[src/rtl/pixlink_pkg.sv]
package pixlink_pkg;
    typedef enum logic [1:0] {
        ST_DOWN,
        ST_PRIME,
        ST_RUN
    } link_state_t;
endpackage

[src/rtl/pl_seq_ctrl.sv]
module pl_seq_ctrl
    import pixlink_pkg::*;
#(
    parameter int BITS    = 7,
    parameter int HIGH_PH = 4,
    localparam int PW     = $clog2(BITS)
) (
    input  logic clk,
    input  logic rst_n,
    input  logic pwr_dn,
    output logic pix_clk,
    output logic cap_rise,
    output logic cap_fall,
    output logic hold_en,
    output logic load_en,
    output logic clr
);
    link_state_t state, state_nx;
    logic [PW-1:0] ph;
    logic          last_ph;

    assign last_ph = (ph == PW'(BITS - 1));

    // phase counter: parked at 0 while quiet or being put to sleep
    always_ff @(posedge clk or negedge rst_n) begin
        if (!rst_n)
            ph <= '0;
        else if (pwr_dn || state == ST_DOWN)
            ph <= '0;
        else
            ph <= last_ph ? '0 : ph + 1'b1;
    end

    // state register
    always_ff @(posedge clk or negedge rst_n) begin
        if (!rst_n)
            state <= ST_DOWN;
        else
            state <= state_nx;
    end

    always_comb begin
        state_nx = state;
        unique case (state)
            ST_DOWN:  state_nx = pwr_dn ? ST_DOWN : ST_PRIME;
            ST_PRIME: state_nx = pwr_dn ? ST_DOWN : (last_ph ? ST_RUN : ST_PRIME);
            ST_RUN:   state_nx = pwr_dn ? ST_DOWN : ST_RUN;
        endcase
    end

    // outputs
    always_comb begin
        pix_clk  = 1'b0;
        cap_rise = 1'b0;
        cap_fall = 1'b0;
        hold_en  = 1'b0;
        load_en  = 1'b0;
        clr      = 1'b1;
        unique case (state)
            ST_DOWN: begin
                clr = 1'b1;
            end
            ST_PRIME, ST_RUN: begin
                clr      = pwr_dn;
                pix_clk  = (ph < PW'(HIGH_PH));
                cap_rise = last_ph;
                cap_fall = (ph == PW'(HIGH_PH - 1));
                hold_en  = (ph == PW'(BITS - 2));
                load_en  = last_ph;
            end
        endcase
    end
endmodule

[src/rtl/pl_word_capture.sv]
module pl_word_capture #(
    parameter int W = 21
) (
    input  logic         clk,
    input  logic         rst_n,
    input  logic         clr,
    input  logic         on_fall,
    input  logic         cap_rise,
    input  logic         cap_fall,
    input  logic         hold_en,
    input  logic [W-1:0] din,
    output logic [W-1:0] word_q
);
    logic [W-1:0] cap_q;
    logic         take;

    assign take = on_fall ? cap_fall : cap_rise;

    // first stage: sampled at the chosen pixel-clock edge
    always_ff @(posedge clk or negedge rst_n) begin
        if (!rst_n)
            cap_q <= '0;
        else if (clr)
            cap_q <= '0;
        else if (take)
            cap_q <= din;
    end

    // second stage: fixed phase, one slot before the shifters load
    always_ff @(posedge clk or negedge rst_n) begin
        if (!rst_n)
            word_q <= '0;
        else if (clr)
            word_q <= '0;
        else if (hold_en)
            word_q <= cap_q;
    end
endmodule

[src/rtl/pl_lane_shifter.sv]
module pl_lane_shifter #(
    parameter int BITS = 7
) (
    input  logic            clk,
    input  logic            rst_n,
    input  logic            clr,
    input  logic            load,
    input  logic [BITS-1:0] pdata,
    output logic            sout
);
    logic [BITS-1:0] sreg;

    always_ff @(posedge clk or negedge rst_n) begin
        if (!rst_n)
            sreg <= '0;
        else if (clr)
            sreg <= '0;
        else if (load)
            sreg <= pdata;
        else
            sreg <= {sreg[BITS-2:0], 1'b0};
    end

    assign sout = sreg[BITS-1];
endmodule

[src/rtl/pixlink_ser7.sv]
module pixlink_ser7 #(
    parameter int RGB_W   = 18,
    parameter int BITS    = 7,
    parameter int HIGH_PH = 4,
    parameter logic [BITS-1:0] CLK_PAT = 7'b1100011,
    localparam int WORD_W = RGB_W + 3,
    localparam int LANES  = (WORD_W + BITS - 1) / BITS
) (
    input  logic             bit_clk,
    input  logic             rst_n,
    input  logic             pwr_dn,
    input  logic             edge_sel,
    input  logic [RGB_W-1:0] pix_rgb,
    input  logic             line_sync,
    input  logic             frame_sync,
    input  logic             data_en,
    output logic             pix_clk_out,
    output logic [LANES-1:0] data_lane,
    output logic             clk_lane
);
    localparam int PACK_W = LANES * BITS;

    logic              cap_rise, cap_fall, hold_en, load_en, clr;
    logic [PACK_W-1:0] word_in, word_q;

    always_comb begin
        word_in = '0;
        word_in[WORD_W-1:0] = {data_en, frame_sync, line_sync, pix_rgb};
    end

    pl_seq_ctrl #(.BITS(BITS), .HIGH_PH(HIGH_PH)) u_ctrl (
        .clk      (bit_clk),
        .rst_n    (rst_n),
        .pwr_dn   (pwr_dn),
        .pix_clk  (pix_clk_out),
        .cap_rise (cap_rise),
        .cap_fall (cap_fall),
        .hold_en  (hold_en),
        .load_en  (load_en),
        .clr      (clr)
    );

    pl_word_capture #(.W(PACK_W)) u_cap (
        .clk      (bit_clk),
        .rst_n    (rst_n),
        .clr      (clr),
        .on_fall  (edge_sel),
        .cap_rise (cap_rise),
        .cap_fall (cap_fall),
        .hold_en  (hold_en),
        .din      (word_in),
        .word_q   (word_q)
    );

    for (genvar g = 0; g < LANES; g++) begin : g_lane
        pl_lane_shifter #(.BITS(BITS)) u_sh (
            .clk   (bit_clk),
            .rst_n (rst_n),
            .clr   (clr),
            .load  (load_en),
            .pdata (word_q[g*BITS +: BITS]),
            .sout  (data_lane[g])
        );
    end

    pl_lane_shifter #(.BITS(BITS)) u_clk_sh (
        .clk   (bit_clk),
        .rst_n (rst_n),
        .clr   (clr),
        .load  (load_en),
        .pdata (CLK_PAT),
        .sout  (clk_lane)
    );
endmodule

[config.mk]
export PLATFORM = sky130hd
export DESIGN_NAME = pixlink_ser7
export DESIGN_NICKNAME = d
export VERILOG_FILES = /design/src/rtl/pixlink_pkg.sv /design/src/rtl/pl_seq_ctrl.sv /design/src/rtl/pl_word_capture.sv /design/src/rtl/pl_lane_shifter.sv /design/src/rtl/pixlink_ser7.sv
export SDC_FILE = /design/constraint.sdc
export NUM_CORES = 1
export LEC_CHECK = 0
export BUFFER_PORTS_ARGS = -buffer_cell sky130_fd_sc_hd__buf_2
export CORE_ASPECT_RATIO = 1.4
export CORE_MARGIN = 2
export CORE_UTILIZATION = 36
export DETAILED_ROUTE_END_ITERATION = 8
export GPL_ROUTABILITY_DRIVEN = 0
export REMOVE_ABC_BUFFERS = 1
export SYNTH_ARGS = -nofsm -noshare
export SYNTH_HDL_FRONTEND = slang
export SYNTH_SLANG_ARGS = --single-unit
[constraint.sdc]
create_clock -name bit_clk -period 3.6 [get_ports bit_clk]
set_input_delay 0.36 -clock bit_clk [delete_from_list [all_inputs] [get_ports bit_clk]]
set_output_delay 0.36 -clock bit_clk [all_outputs]
set_load 0.05 [all_outputs]
==> flow_summary.toml <==
[status]
outcome = "finished clean"

[route]
detail_route.drc_violations = 0
detailroute.via_count = 2838
drt_pre_antenna_iters = 4
postRouteWirelength_um = 8680
iter_0_drt_violations = 166
antenna_violating_nets_post_route = 0
drt-wirelength-per-cell_um = 17.2
drt-vias-per-instance = 5.61

[setup_path]
largest_driver_fanout_on_the_critical_path = 28
worstPathCellList = "inv_1, ha_1, buf_4, nor2b_1, buf_2"
timing_worst_setup_path_type = "reg -> out"
critical-path-max-stage-delay_ps = 590
cp.required_ps = 3240
critPathArrivalTime_ps = 2220
crit_slowest_cell = "sky130_fd_sc_hd__ha_1"
critical_path.endpoint_type = "output port"
worstSetupStartpointType = "register"

[power_and_ir_drop]
p_leak_nw = 1.74
power_density_mw_per_mm2 = 455
power.ir.vdd_worst_mv = 0.232

[synth]
instance_count_of_the_mapped_netlist = 361
syn_area_mm2 = 0.00385
synth_area_leader_cell = "sky130_fd_sc_hd__dfrtp_1"
synth_top_cells_by_area = "sky130_fd_sc_hd__dfrtp_1, sky130_fd_sc_hd__nor4bb_1, sky130_fd_sc_hd__nand2_1"
synth_edf_count = 0
synth.ff_latch_count = 75
post_synth_num_cell_types = 30
yosysWarningCount = 0
synthDominantCellAreaShare = 0.487
asyncSetResetFlopFracSynth = 1.00
synth_sequential_area_ratio = 0.487
synth_ff_type = "sky130_fd_sc_hd__dfrtp_1"
avgSynthCellArea_um2 = 10.7

[cts]
post_cts.resized_instances = 0
clkLatencyLatePin_ps = 330
max-clock-path-buffers = 2
htree_num_levels = 3
tritoncts_buffers = 9
cts_hold_fix_bufs = 0
clk_transition_reported_paths_ps = 60
clock_tree.root_cell = "sky130_fd_sc_hd__clkbuf_16"
clkSinkCount = 75
tritoncts = "done"
count_of_buffers_added_by_post_cts_timing_repair_for_setup = 0

[worst_hold_path]
worstHoldPathType = "in -> async"

[floorplanning]
floorplan.io_pins = 30
core_region_area_mm2 = 0.0104
initial_core_util = 0.370
row_count = 44
floorplan.die_area_mm2 = 0.0116
die_w_um = 91.5
vertical_die_dimension_um = 126

[place]
place.detailed.hpwl_um = 5030
port_buffers = 29
dp_slack_ps = 1090

[final_layout]
antennaDiodeCount = 0
fill_cells = 1015
utilization = 0.410
layout-area-overhead-vs-synth_pct = 10.8
share_of_cells_above_drive_strength_1 = 0.147
multi_input_comb_area_mm2 = 0.00168
register_area_mm2 = 0.00188
fin_nets = 392

[global_routing]
antenna_found_initial = 0
vias_in_the_first_global_route = 2832
grtUsageMet2 = 0.267
grtUsageMet3 = 0.0226
track_usage = 0.163
wire_length_of_the_first_global_routing_pass_um = 14900
groute.layer.met1.usage = 0.209
global_route.overflow_total = 0
grt_busiest_layer = "met2"
grt_max_degree = 76

[timing]
totalNegativeSetupSlack_ps = 0
clock-skew-final_ps = 5.53
hold_ws_ps = 156
fin_crit_ps = 2580
finalMaxSlewViolations = 0
fmax_mhz = 388
hold_violations = 0
max_slew_margin = 0.219
timing_worst_slew_pin_value_ps = 1170
grt_setup_unrepaired = "false"
layout_worst_path_cycle_share = 0.716
postLayoutSetupSlackWorst_ps = 1020
setup_viol = 0

[run]
max_cap_violations = 0
final cells by class:
class                      instances  area share
clock buffer                      12      0.0577
clock inverter                     4      0.0173
inverter                           4     0.00352
multi-input combinational        236       0.393
sequential                        75       0.439
tap                              138      0.0404
timing repair buffer              37      0.0486
kinds of logic (layout without fill, tap and decap cells):
logic type	after synthesis	after routing	synth area share
compound gates	64	64	0.124
fa+ha+maj	4	4	0.0130
buf+inv	50	57	0.0795
flops	75	75	0.487
mux	21	21	0.0545
simple gates	147	147	0.242
critical path, delay by kind of cell (launching register included):
kind	cells	cell delay, ps
DFF	1	360
buffers and inverters	3	720
adders and majority gates	1	590
and+or+nand+nor	1	210
synthesized netlist by cell type (2+ instances only):
| master | count |
|---|---|
| sky130_fd_sc_hd__a21oi_1 | 21 |
| sky130_fd_sc_hd__a22o_1 | 21 |
| sky130_fd_sc_hd__and3_1 | 6 |
| sky130_fd_sc_hd__buf_12 | 2 |
| sky130_fd_sc_hd__buf_2 | 12 |
| sky130_fd_sc_hd__buf_4 | 9 |
| sky130_fd_sc_hd__buf_6 | 5 |
| sky130_fd_sc_hd__clkbuf_1 | 17 |
| sky130_fd_sc_hd__dfrtp_1 | 75 |
| sky130_fd_sc_hd__ha_1 | 4 |
| sky130_fd_sc_hd__inv_1 | 4 |
| sky130_fd_sc_hd__mux2i_1 | 21 |
| sky130_fd_sc_hd__nand2_1 | 58 |
| sky130_fd_sc_hd__nand4_1 | 21 |
| sky130_fd_sc_hd__nor2_1 | 8 |
| sky130_fd_sc_hd__nor4_1 | 2 |
| sky130_fd_sc_hd__nor4bb_1 | 42 |
| sky130_fd_sc_hd__o311ai_1 | 21 |
per-layer routing:
metal	part of all wire	vias up	wire, um
met5	0	-	0
li1	-	1351	-
met1	0.44	1433	3850
met3	0.028	9	247
met4	0.015	0	134
met2	0.51	45	4450
where the power goes:
group / internal [mW] / switching (mW) / total (mW)
registers: 0.845 / 0.00247 / 0.848
clock network: 0.626 / 0.344 / 0.970
logic: 0.0364 / 0.0865 / 0.123
state kept, by name, summed over array words and instances, names as in the netlist:
register          flops
u_ctrl.ph             3
u_clk_sh.sreg         7
u_ctrl.state          2
g_lane.u_sh.sreg     21
u_cap.word_q         21
u_cap.cap_q          21
path summary, 6_finish.rpt:
| path | from | endpoint | slack [ps] | depth (start not counted) |
|---|---|---|---|---|
| hold reg to reg | u_clk_sh.sreg[3]$_DFF_PN0_ | u_clk_sh.sreg[4]$_DFF_PN0_ | 470 | 1 |
| max in group asynchronous | rst_n | u_cap.word_q[4]$_DFFE_PN0P_ | 2830 | 1 |
| setup reg to reg | u_ctrl.state[1]$_DFF_PN0_ | u_cap.word_q[13]$_DFFE_PN0P_ | 1160 | 5 |
| setup / recovery | u_ctrl.state[1]$_DFF_PN0_ | pix_clk_out | 1020 | 5 |
| hold / removal | rst_n | u_cap.cap_q[1]$_DFFE_PN0P_ | 160 | 1 |
| min in group bit_clk | pix_rgb[13] | u_cap.cap_q[13]$_DFFE_PN0P_ | 300 | 3 |
cell usage in the layout (no fill, tap or decap), drive strengths merged:
| cell type | netlist | routed |
|---|---|---|
| and2 | 1 | 1 |
| nand3b | 1 | 1 |
| nand4 | 21 | 21 |
| and4b | 1 | 1 |
| buf | 29 | 37 |
| and3b | 1 | 1 |
| a22o | 21 | 21 |
| o311ai | 21 | 21 |
| mux2i | 21 | 21 |
| nor3b | 1 | 1 |
| nor4 | 2 | 2 |
| nor2b | 2 | 2 |
| nor2 | 8 | 8 |
| and3 | 6 | 6 |
| and4 | 1 | 1 |
| clkinv | 0 | 2 |
| nor3 | 1 | 1 |
| dfrtp | 75 | 75 |
| bufinv | 0 | 2 |
| inv | 4 | 4 |
| ha | 4 | 4 |
| a31oi | 1 | 1 |
| nand2 | 58 | 58 |
| a21oi | 21 | 21 |
| clkbuf | 17 | 12 |
| nor4bb | 42 | 42 |
| nand2b | 1 | 1 |
stage by stage:
stage | power [mW] | cells | cell area [um^2]
after floorplan | 0.909 | 315 | 3560
after CTS | 1.96 | 506 | 4270
after global placement | 0.987 | 490 | 3950
after detailed placement | 0.989 | 490 | 3950
after global routing | 2.01 | 506 | 4270
final | 1.94 | 506 | 4270
Note: power is estimated with default switching activity, not from simulation.
